**config.mk**
```make
export PLATFORM = sky130hd
export DESIGN_NAME = ipi_ctrl
export DESIGN_NICKNAME = d
export VERILOG_FILES = /design/src/rtl/ipi_pkg.sv /design/src/rtl/ipi_addr_decode.sv /design/src/rtl/ipi_core_slot.sv /design/src/rtl/ipi_rd_mux.sv /design/src/rtl/ipi_ctrl.sv
export SDC_FILE = /design/constraint.sdc
export NUM_CORES = 1
export LEC_CHECK = 0
export CORE_MARGIN = 4
export CORE_UTILIZATION = 60
export DETAILED_ROUTE_END_ITERATION = 10
export GPL_TIMING_DRIVEN = 0
export PLACE_DENSITY = 0.9
export SLEW_MARGIN = 30
export SYNTH_ARGS = -nofsm -noshare
export SYNTH_HDL_FRONTEND = slang
export SYNTH_SLANG_ARGS = --single-unit
export TNS_END_PERCENT = 50
```
**constraint.sdc**
```tcl
create_clock -name clk_i -period 5.7 [get_ports clk_i]
set_input_delay 1.14 -clock clk_i [delete_from_list [all_inputs] [get_ports clk_i]]
set_output_delay 1.14 -clock clk_i [all_outputs]
set_load 0.02 [all_outputs]
```
**src/rtl/ipi_pkg.sv**
```systemverilog
package ipi_pkg;
  localparam int DATA_W   = 32;
  localparam int ACK_BIT  = 31;
  localparam int GEN_BIT  = 30;
  localparam int PEND_BIT = 30;
  localparam int IDX_LSB  = 16;
  localparam int IDX_W    = 14;
  localparam int PAY_W    = 16;

  typedef struct packed {
    logic             pend;
    logic [IDX_W-1:0] sender;
    logic [PAY_W-1:0] payload;
  } msg_t;

  function automatic logic [DATA_W-1:0] pack_status(msg_t m);
    return {1'b0, m.pend, m.sender, m.payload};
  endfunction
endpackage

```
**src/rtl/ipi_addr_decode.sv**
```systemverilog
module ipi_addr_decode
  import ipi_pkg::*;
#(
  parameter int NUM_CORES = 4,
  parameter int ADDR_W    = 6,
  localparam int SLOT_W   = ADDR_W - 3
) (
  input  logic                 req_i,
  input  logic                 we_i,
  input  logic [ADDR_W-1:0]    addr_i,
  input  logic [DATA_W-1:0]    wdata_i,
  output logic [SLOT_W-1:0]    slot_o,
  output logic                 is_status_o,
  output logic                 slot_ok_o,
  output logic [NUM_CORES-1:0] ctrl_wr_o,
  output logic [NUM_CORES-1:0] gen_hit_o,
  output logic [NUM_CORES-1:0] ack_o
);
  logic             any_ctrl_wr;
  logic [IDX_W-1:0] dst;

  assign slot_o      = addr_i[ADDR_W-1:3];
  assign is_status_o = addr_i[2];
  assign slot_ok_o   = slot_o < SLOT_W'(NUM_CORES);
  assign any_ctrl_wr = req_i && we_i && !is_status_o && slot_ok_o;
  assign dst         = wdata_i[IDX_LSB +: IDX_W];

  for (genvar k = 0; k < NUM_CORES; k++) begin : g_dec
    assign ctrl_wr_o[k] = any_ctrl_wr && (slot_o == SLOT_W'(k));
    assign gen_hit_o[k] = any_ctrl_wr && wdata_i[GEN_BIT] && (dst == IDX_W'(k));
    assign ack_o[k]     = ctrl_wr_o[k] && wdata_i[ACK_BIT];
  end
endmodule

```
**src/rtl/ipi_core_slot.sv**
```systemverilog
module ipi_core_slot
  import ipi_pkg::*;
(
  input  logic              clk_i,
  input  logic              rst_ni,
  input  logic              ctrl_we_i,
  input  logic [DATA_W-1:0] wdata_i,
  input  logic              gen_hit_i,
  input  logic [IDX_W-1:0]  sender_i,
  input  logic [PAY_W-1:0]  payload_i,
  input  logic              ack_i,
  output logic [DATA_W-1:0] ctrl_o,
  output logic [DATA_W-1:0] status_o,
  output logic              irq_o
);
  logic [DATA_W-1:0] ctrl_q;
  msg_t              msg_q;

  always_ff @(posedge clk_i or negedge rst_ni) begin
    if (!rst_ni) begin
      ctrl_q <= '0;
      msg_q  <= '0;
    end else begin
      if (ctrl_we_i) ctrl_q <= wdata_i;
      if (gen_hit_i) msg_q <= '{pend: 1'b1, sender: sender_i, payload: payload_i};
      // acknowledge wins over a same-write self delivery
      if (ack_i) msg_q.pend <= 1'b0;
    end
  end

  assign ctrl_o   = ctrl_q;
  assign status_o = pack_status(msg_q);
  assign irq_o    = msg_q.pend;

  AST_GEN_SETS_PEND: assert property (@(posedge clk_i) disable iff (!rst_ni)
    gen_hit_i && !ack_i |=> irq_o && status_o[PEND_BIT]);
  AST_ACK_CLEARS: assert property (@(posedge clk_i) disable iff (!rst_ni)
    ack_i |=> !irq_o);
  AST_ACK_KEEPS_FIELDS: assert property (@(posedge clk_i) disable iff (!rst_ni)
    ack_i && !gen_hit_i |=> $stable(status_o[PEND_BIT-1:0]));
  AST_STATUS_HOLD: assert property (@(posedge clk_i) disable iff (!rst_ni)
    !gen_hit_i && !ack_i |=> $stable(status_o) && $stable(irq_o));
  AST_CTRL_HOLD: assert property (@(posedge clk_i) disable iff (!rst_ni)
    !ctrl_we_i |=> $stable(ctrl_o));
endmodule

```
**src/rtl/ipi_rd_mux.sv**
```systemverilog
module ipi_rd_mux
  import ipi_pkg::*;
#(
  parameter int NUM_CORES = 4,
  parameter int SLOT_W    = 3
) (
  input  logic              rd_en_i,
  input  logic [SLOT_W-1:0] slot_i,
  input  logic              is_status_i,
  input  logic              slot_ok_i,
  input  logic [DATA_W-1:0] ctrl_i   [NUM_CORES],
  input  logic [DATA_W-1:0] status_i [NUM_CORES],
  output logic [DATA_W-1:0] rdata_o
);
  always_comb begin
    rdata_o = '0;
    if (rd_en_i && slot_ok_i) begin
      for (int k = 0; k < NUM_CORES; k++) begin
        if (slot_i == SLOT_W'(k)) rdata_o = is_status_i ? status_i[k] : ctrl_i[k];
      end
    end
  end
endmodule

```
**src/rtl/ipi_ctrl.sv**
```systemverilog
module ipi_ctrl
  import ipi_pkg::*;
#(
  parameter int NUM_CORES = 4,
  parameter int ADDR_W    = 6
) (
  input  logic                 clk_i,
  input  logic                 rst_ni,
  input  logic                 req_i,
  input  logic                 we_i,
  input  logic [ADDR_W-1:0]    addr_i,
  input  logic [31:0]          wdata_i,
  output logic [31:0]          rdata_o,
  output logic [NUM_CORES-1:0] irq_o
);
  localparam int SLOT_W = ADDR_W - 3;

  logic [SLOT_W-1:0]    slot;
  logic                 is_status;
  logic                 slot_ok;
  logic [NUM_CORES-1:0] ctrl_wr;
  logic [NUM_CORES-1:0] gen_hit;
  logic [NUM_CORES-1:0] ack;
  logic [IDX_W-1:0]     sender;
  logic [DATA_W-1:0]    ctrl_arr   [NUM_CORES];
  logic [DATA_W-1:0]    status_arr [NUM_CORES];

  ipi_addr_decode #(.NUM_CORES(NUM_CORES), .ADDR_W(ADDR_W)) u_dec (
    .req_i      (req_i),
    .we_i       (we_i),
    .addr_i     (addr_i),
    .wdata_i    (wdata_i),
    .slot_o     (slot),
    .is_status_o(is_status),
    .slot_ok_o  (slot_ok),
    .ctrl_wr_o  (ctrl_wr),
    .gen_hit_o  (gen_hit),
    .ack_o      (ack)
  );

  assign sender = {{(IDX_W-SLOT_W){1'b0}}, slot};

  for (genvar k = 0; k < NUM_CORES; k++) begin : g_slot
    ipi_core_slot u_slot (
      .clk_i    (clk_i),
      .rst_ni   (rst_ni),
      .ctrl_we_i(ctrl_wr[k]),
      .wdata_i  (wdata_i),
      .gen_hit_i(gen_hit[k]),
      .sender_i (sender),
      .payload_i(wdata_i[PAY_W-1:0]),
      .ack_i    (ack[k]),
      .ctrl_o   (ctrl_arr[k]),
      .status_o (status_arr[k]),
      .irq_o    (irq_o[k])
    );
  end

  ipi_rd_mux #(.NUM_CORES(NUM_CORES), .SLOT_W(SLOT_W)) u_rd (
    .rd_en_i    (req_i),
    .slot_i     (slot),
    .is_status_i(is_status),
    .slot_ok_i  (slot_ok),
    .ctrl_i     (ctrl_arr),
    .status_i   (status_arr),
    .rdata_o    (rdata_o)
  );

  AST_ONE_TARGET: assert property (@(posedge clk_i) disable iff (!rst_ni)
    $onehot0(gen_hit));
  AST_BAD_DST: assert property (@(posedge clk_i) disable iff (!rst_ni)
    req_i && we_i && wdata_i[GEN_BIT] && (wdata_i[29:16] >= IDX_W'(NUM_CORES))
    |-> gen_hit == '0);
  AST_OOR_READ_ZERO: assert property (@(posedge clk_i) disable iff (!rst_ni)
    req_i && (addr_i[ADDR_W-1:3] >= SLOT_W'(NUM_CORES)) |-> rdata_o == '0);
  AST_OOR_WRITE_IGNORED: assert property (@(posedge clk_i) disable iff (!rst_ni)
    req_i && we_i && (addr_i[ADDR_W-1:3] >= SLOT_W'(NUM_CORES)) |=> $stable(irq_o));
  AST_STATUS_WRITE_IGNORED: assert property (@(posedge clk_i) disable iff (!rst_ni)
    req_i && we_i && addr_i[2] |=> $stable(irq_o));
endmodule

```
; Word level (Yosys, flattened, before mapping)
; Index checks and enable logic that the tools add are counted.
[totals]
ff_bits = 208
out_inout_bits = 36
[classes]
n_lt_le_gt_ge = 1
n_eq_ne = 6
muxes = 17
reduce_logical = 24
[ops]
columns = op, count
row1 = $mux 32, 9
row2 = $mux 31, 4
row3 = $eq 14x2->1 const B, 2
row4 = $logic_and 1x1->1, 17
row5 = $eq 14x1->1 const B, 1
row6 = $logic_not 14->1, 1
row7 = $reduce_bool 2->1, 4
row8 = $eq 3x2->1 const B, 2
row9 = $mux 1, 4
row10 = $eq 3x1->1 const B, 1
row11 = $logic_not 3->1, 1
row12 = $lt 3x3->1 const B, 1
row13 = $logic_not 1->1, 1

; Depth between registers and ports, before layout
; Gate-level depths: netlist of the first run.
[logic_depth]
ltp_word = 7
mapped_depth = 7

; Modules after synthesis
; Synthesis of the first run repeated with hierarchy kept, for this count alone.
[hier_totals]
cells_unflattened = 844
area_unflattened_um2 = 12737.2
[by_module_without_submodules]
columns = mod, n_inst, cells_per_inst, area_each_um2, seq_area_each_um2
row1 = ipi_core_slot, 4, 136, 2517.4, 1576.5
row2 = ipi_rd_mux, 1, 268, 2474.9, 0.0
row3 = ipi_addr_decode, 1, 31, 188.9, 0.0
row4 = ipi_ctrl, 1, 1, 3.8, 0.0

; Worst setup path after synthesis of the first run
; OpenSTA, ideal clock, no wires.
[synth_path]
path_type = input to output
startpoint = input addr_i[3]
endpoint = output rdata_o[15]
arrival_time_ps = 2755
setup_slack_ps = 1805
stages = 6
path_buffers = 3
cell_sequence = clkbuf_1 -> clkbuf_1 -> clkbuf_1 -> mux4_2 -> nor2_1 -> nor3_1
[synth_via]
elab_chain_cells = 6
word_cells_on_any_way = 11
classes_between = order compare (1) / eq/ne (3) / mux (5) / reduce/logical (2)
[synth_rtl]
columns = element, line
row1 = "start, declared", ipi_ctrl.sv:11  ; input logic [ADDR_W-1:0] addr_i,
row2 = $logic_not 3->1, ipi_rd_mux.sv:19  ; if (slot_i == SLOT_W'(k)) rdata_o = is_status_i ? status_i[k] : ctrl_i[k];
row3 = $mux 32 (4 in series), ipi_rd_mux.sv:19
row4 = $mux 32 *, ipi_rd_mux.sv:17  ; if (rd_en_i && slot_ok_i) begin
row5 = "end, declared", ipi_ctrl.sv:13  ; output logic [31:0] rdata_o,
; Mark *: on every way between the ends. The rest lies on a longest branch, timed or not.

; Final worst setup path of the first run
[layout_path]
startpoint = input addr_i[4]
endpoint = output rdata_o[17]
; Same word-level chain as after synthesis.

==> qor.yml, run 1 <==
pwr:
  ir_worst_vdd_mv: 0.246
  p_total_mw: 3.55
  p_leak_nw: 5.19
  p_per_area_nw_per_um2: 316
setup_path:
  cp_max_fo: 10
  start_kind: "primary input"
  arrival_ns: 3.84
  cp-end-kind: "primary output"
  ff2ff_path_depth: 1
  crit_type: "in2out"
  crit_required_ns: 4.56
hold_path:
  whs_path_depth: 2
  worst_hold_path_type: "reg2reg"
detailed_routing:
  wl_per_cell_um: 23.3
  ant_nets: 0
  via_count: 6024
  dr.first_iter.drc_count: 491
  drc: 0
  routed_wl_mm: 22.8
  viasPerCell: 6.15
  firstDrtPassIters: 4
global_route:
  met2_usage_pct: 43.9
  grt_usage_pct: 25.9
  use_met3_pct: 3.75
  grt_util_met1_pct: 33.9
  grt_pass1_vias: 6782
  grt-busiest-layer: "met2"
  grt_overflow: 0
  antenna_found_initial: 0
  grt_pass1_wl_mm: 36.6
  grt_max_degree: 95
floorplanning:
  start_util_pct: 61.9
  die_height_um: 134
  die_x_um: 134
  dieArea_um2: 17900
  io_pins: 78
  coreArea_um2: 15400
  num_rows: 45
synthesis:
  avgSynthCellArea_um2: 14.4
  synth-seq-cells: 208
  yosys-top-cells-area: "dfrtp_1 55%, mux2_2 30%, mux4_2 5.0%"
  synth-edff-count: 0
  synth_common_cells: "255 x mux2_2, 208 x dfrtp_1, 33 x nor2_1"
  synth_top_area_cell: "dfrtp_1"
  yosysSeqAreaShare_pct: 54.7
  synthFlopType: "dfrtp_1"
  yosysMostFrequentCell: "mux2_2"
  async_flop_share_pct: 100
  syn_inst: 661
  syn_area_um2: 9510
  synth.top_cell.area_share_pct: 54.7
  synth_nets: 703
  synth_cell_type_count: 29
  ys_warn_count: 0
sta:
  timing.final.crit_share_pct: 87.5
  rsz0062_at_grt: "false"
  hold_slack_ns: 0.480
  layout_min_cycle_time_ns: 4.98
  fin_skew_ns: 0
  hold_viol_final: 0
  tightest_slew_ns: 0.854
  setup_viol: 0
  max_slew_margin_pct: 43.1
  worst_slack_ns: 0.715
  fmaxAchievable_ghz: 0.201
  slew_violations: 0
cells_and_area:
  multi_input_area_um2: 4050
  seq_area_um2: 5200
  areaGrowthSynthToFinish_pct: 18.2
  fill_cells: 935
  final_nets: 802
  drive_above_1_share_pct: 42.8
  antenna_cells: 0
clock_tree:
  clkLatencyLatePin_ns: 0.50
  clock_sinks: 208
  htreeDepth: 1
  cts-hold-fix-buffers: 0
  post_cts_resized: 0
  clk_pin_slew_worst_paths_ns: 0.05
  cts.path.max_buffers: 3
  numCtsBuffers: 22
  cts_tree: "done"
  ctsRootBufferMaster: "clkbuf_16"
  postCtsSetupRepairBufs: 0
run_status:
  status: "finished, final reports clean"
placed_design:
  place_ws_ns: 0.732
  gp_congestion: 0.814
  hpwlAfterDp_mm: 15.0
  io_buffer_count: 73
run:
  drv_cap: 0
==> report_power, final <==
part	internal [mW]	leakage [nW]	total, mW	switching [mW]
Sequential	1.64	2.77	1.72	0.0826
Combinational	0.265	2.09	0.465	0.200
Clock	0.809	0.332	1.36	0.552
Total	2.71	5.19	3.55	0.835
==> stage by stage <==
stage | TNS (ns) | utilization [%] | cells | cell area (µm²)
global placement | -889.84 | 68.3 | 945 | 10500
floorplan | 0 | - | 661 | 9510
detailed placement | 0 | 68.7 | 947 | 10600
CTS | 0 | 73.1 | 980 | 11200
finish | 0 | 73.1 | 980 | 11200
global route | 0 | 73.1 | 980 | 11200
==> registers in the layout (all words and copies together), names as in the netlist <==
| register | cells |
|---|---|
| g_slot.u_slot.ctrl_o | 128 |
| g_slot.u_slot.status_o | 76 |
| g_slot.u_slot.irq_o | 4 |
==> cells in the final DEF, fill, tap and decap left out, drive strengths merged <==
master and instances:
or4 1, nor4b 1, nor2b 5, nor3 23, clkbuf 62, nand3b 1
mux2i 1, nand4bb 1, nor4 4, dfrtp 208, o22ai 30, a2bb2oi 1
a211oi 1, or2 3, clkinv 2, inv 2, bufinv 1, o22a 3
mux4 21, nor2 33, buf 22, clkdlybuf4s50 72, nand2b 3, o21ai 4
nand2 7, or4b 1, mux2 256
==> cell families (layout without fill, tap and decap cells) <==
logic type	count (synthesis)	count (layout)	synth area share (%)
AND/OR/NAND/NOR	83	83	4.58
multiplexers	278	278	35.4
flip-flops	208	208	54.7
buffers and inverters	53	161	2.67
AO/OA/AOI/OAI	39	39	2.63
==> worst max-delay path, stage by stage <==
cell,delay [ns]
clkdlybuf4s50_1,0.63
clkbuf_1,0.47
clkbuf_1,0.50
nor2_1,0.11
nor3_1,0.30
clkdlybuf4s50_1,0.68
==> worst paths after layout <==
path	startpoint	to	slack, ns
worst max-delay path	addr_i[4]	rdata_o[17]	0.72
min in group asynchronous	rst_ni	g_slot[0].u_slot.ctrl_o[4]$_DFFE_PN0P_	0.51
worst max register to register	g_slot[1].u_slot.ctrl_o[25]$_DFFE_PN0P_	g_slot[1].u_slot.ctrl_o[25]$_DFFE_PN0P_	4.89
max in group asynchronous	rst_ni	g_slot[2].u_slot.ctrl_o[12]$_DFFE_PN0P_	4.43
worst min-delay path	g_slot[2].u_slot.ctrl_o[31]$_DFFE_PN0P_	g_slot[2].u_slot.ctrl_o[31]$_DFFE_PN0P_	0.48
worst min register to register	g_slot[2].u_slot.ctrl_o[31]$_DFFE_PN0P_	g_slot[2].u_slot.ctrl_o[31]$_DFFE_PN0P_	0.48
==> layout make-up <==
cell class,instances,share of cell area [%]
sequential,208,46.3
multi-input combinational,400,36.1
timing repair buffer,75,7.04
clock buffer,30,5.62
tap,211,2.35
buffer,51,2.19
clock inverter,3,0.356
inverter,2,0.0668
==> per-layer routing <==
layer  vias to the layer above  routed length [µm]
li1                       2601                   -
met1                      3184                9510
met2                       190               11500
met3                        49                1120
met4                         0                 713
met5                         -                   0
Power figures use the tool's default switching activity.
==> run 2: changes to the inputs <==
Settings changed: SLEW_MARGIN 30 to 20.
==> run 2 against run 1 <==
  * Worst setup slack got worse by 0.082 ns
  * Final area rose by 1.5%
  * Clock power rose by 23%
  * Flip-flop and latch count did not move
  * Total power rose by 9.0%
  * Largest power group unchanged
  * Final cell count rose by 0.61%
  * Non-clock buffer count fell by 1
  * Critical path depth did not move
  * Utilization rose by 1.1 points
  * Combinational power barely moved
==> qor.yml, run 2 (synthesis gave the netlist of run 1 again) <==
clock_tree:
  htreeDepth: 1
  ctsRootBufferMaster: "clkbuf_16"
  clock_sinks: 208
  cts.path.max_buffers: 3
  numCtsBuffers: 22
  postCtsSetupRepairBufs: 0
  cts_tree: "done"
  post_cts_resized: 0
  clkLatencyLatePin_ns: 0.50
  cts-hold-fix-buffers: 0
  clk_pin_slew_worst_paths_ns: 0.06
floorplanning:
  coreArea_um2: 15400
  start_util_pct: 61.9
  io_pins: 78
  die_x_um: 134
  die_height_um: 134
  dieArea_um2: 17900
  num_rows: 45
placed_design:
  io_buffer_count: 73
  hpwlAfterDp_mm: 14.9
  gp_congestion: 0.814
  place_ws_ns: 0.742
cells_and_area:
  largest_reg_flops: 128
  antenna_cells: 0
  areaGrowthSynthToFinish_pct: 19.9
  most-common-layout-cells: "255 x mux2_2, 208 x dfrtp_1, 72 x clkdlybuf4s50_1, 35 x clkbuf_1, 33 x nor2_1"
  drive_above_1_share_pct: 43.4
  final_nets: 801
  final_common_cell: "mux2_2"
  final_util_pct: 74.2
  fill_cells: 900
setup_path:
  critPathSlowestCell: "clkdlybuf4s50_1"
  crit_start: "addr_i[4]"
  crit_required_ns: 4.56
  crit_type: "in2out"
  cp-end-kind: "primary output"
  path_cells: "clkdlybuf4s50_1 > clkbuf_1 > clkbuf_1 > nor2_1 > nor3_1 > clkdlybuf4s50_1"
  cp_max_fo: 10
  r2r_start: "g_slot[0].u_slot.ctrl_o[12]$_DFFE_PN0P_"
  start_kind: "primary input"
  max_stage_delay_ns: 0.67
  arrival_ns: 3.93
global_route:
  grt_pass1_vias: 6914
  grt_overflow: 0
  grt_usage_pct: 27.2
  grt_max_degree: 108
  grt_pass1_wl_mm: 38.2
  antenna_found_initial: 0
pwr:
  p_int_mw: 2.99
  p_per_area_nw_per_um2: 339
  pwr-share-clk_pct: 43.3
  p_switching_uw: 880
  ir_worst_vdd_mv: 0.213
  seq_power_share_pct: 44.7
  p_comb_share_pct: 12.1
  switching_share_pct: 22.7
  p_leak_nw: 5.27
sta:
  tightest_slew_ns: 0.907
  worst_slack_ns: 0.633
  max_slew_margin_pct: 39.6
  rsz0062_at_grt: "false"
  timing.final.crit_share_pct: 88.9
  fmaxAchievable_ghz: 0.197
  hold_viol_final: 0
  fin_skew_ns: 0
  slew_violations: 0
  setup_viol: 0
  layout_min_cycle_time_ns: 5.07
  hold_slack_ns: 0.485
detailed_routing:
  dr.first_iter.drc_count: 510
  wl_per_cell_um: 24.1
  routed_wl_mm: 23.7
  viasPerCell: 6.22
  drc: 0
  firstDrtPassIters: 5
  via_count: 6135
  ant_nets: 0
run:
  drv_cap: 0
hold_path:
  min-delay-start: "g_slot[3].u_slot.ctrl_o[31]$_DFFE_PN0P_"
  worst_hold_path_type: "reg2reg"
run_status:
  status: "finished, final reports clean"
run 2: final timing paths:
path                                                      endpoint  slack [ns]  depth (start not counted)
max                                                    rdata_o[18]        0.63                          6
min                        g_slot[3].u_slot.ctrl_o[31]$_DFFE_PN0P_        0.48                          2
max reg2reg                g_slot[0].u_slot.ctrl_o[12]$_DFFE_PN0P_        4.88                          1
min reg2reg                g_slot[3].u_slot.ctrl_o[31]$_DFFE_PN0P_        0.48                          2
max in group asynchronous  g_slot[3].u_slot.ctrl_o[12]$_DFFE_PN0P_        4.05                          2
min in group asynchronous   g_slot[0].u_slot.ctrl_o[3]$_DFFE_PN0P_        0.67                          1
run 2: power groups by stage:
stage / combinational (mW) / clock [mW] / sequential, mW
after floorplan: 0.312 / 0 / 1.71
after global placement: 0.430 / 0 / 1.73
after detailed placement: 0.459 / 0 / 1.75
after CTS: 0.470 / 1.69 / 1.73
after global routing: 0.506 / 1.75 / 1.74
final: 0.467 / 1.67 / 1.73
run 2: layer usage:
layer / wire length, µm / track usage, %
met1: 9540 / 35.8
met2: 12200 / 46.4
met3: 1320 / 4.16
met4: 632 / 9.66
met5: 0 / 0
run 2: cell type report:
| type | count | area, µm² | area share, % |
|---|---|---|---|
| buffer | 51 | 246 | 2.16 |
| clock buffer | 32 | 669 | 5.87 |
| clock inverter | 8 | 194 | 1.70 |
| inverter | 2 | 7.51 | 0.0658 |
| multi-input combinational | 400 | 4050 | 35.5 |
| sequential | 208 | 5200 | 45.7 |
| tap | 211 | 264 | 2.32 |
| timing repair buffer | 74 | 763 | 6.69 |
run 2: worst max-delay path: cells and delay by family:
family | cells | cell delay (ns)
buffers and inverters | 4 | 2.33
and+or+nand+nor | 2 | 0.45
run 2: through the flow:
step	cell area, µm²	std cells	setup TNS (ns)	power [mW]
global placement	10500	945	-889.84	2.16
finish	11400	986	0	3.87
floorplan	9510	661	0	2.03
CTS	11400	986	0	3.88
global route	11400	986	0	4.00
detailed placement	10500	946	0	2.20
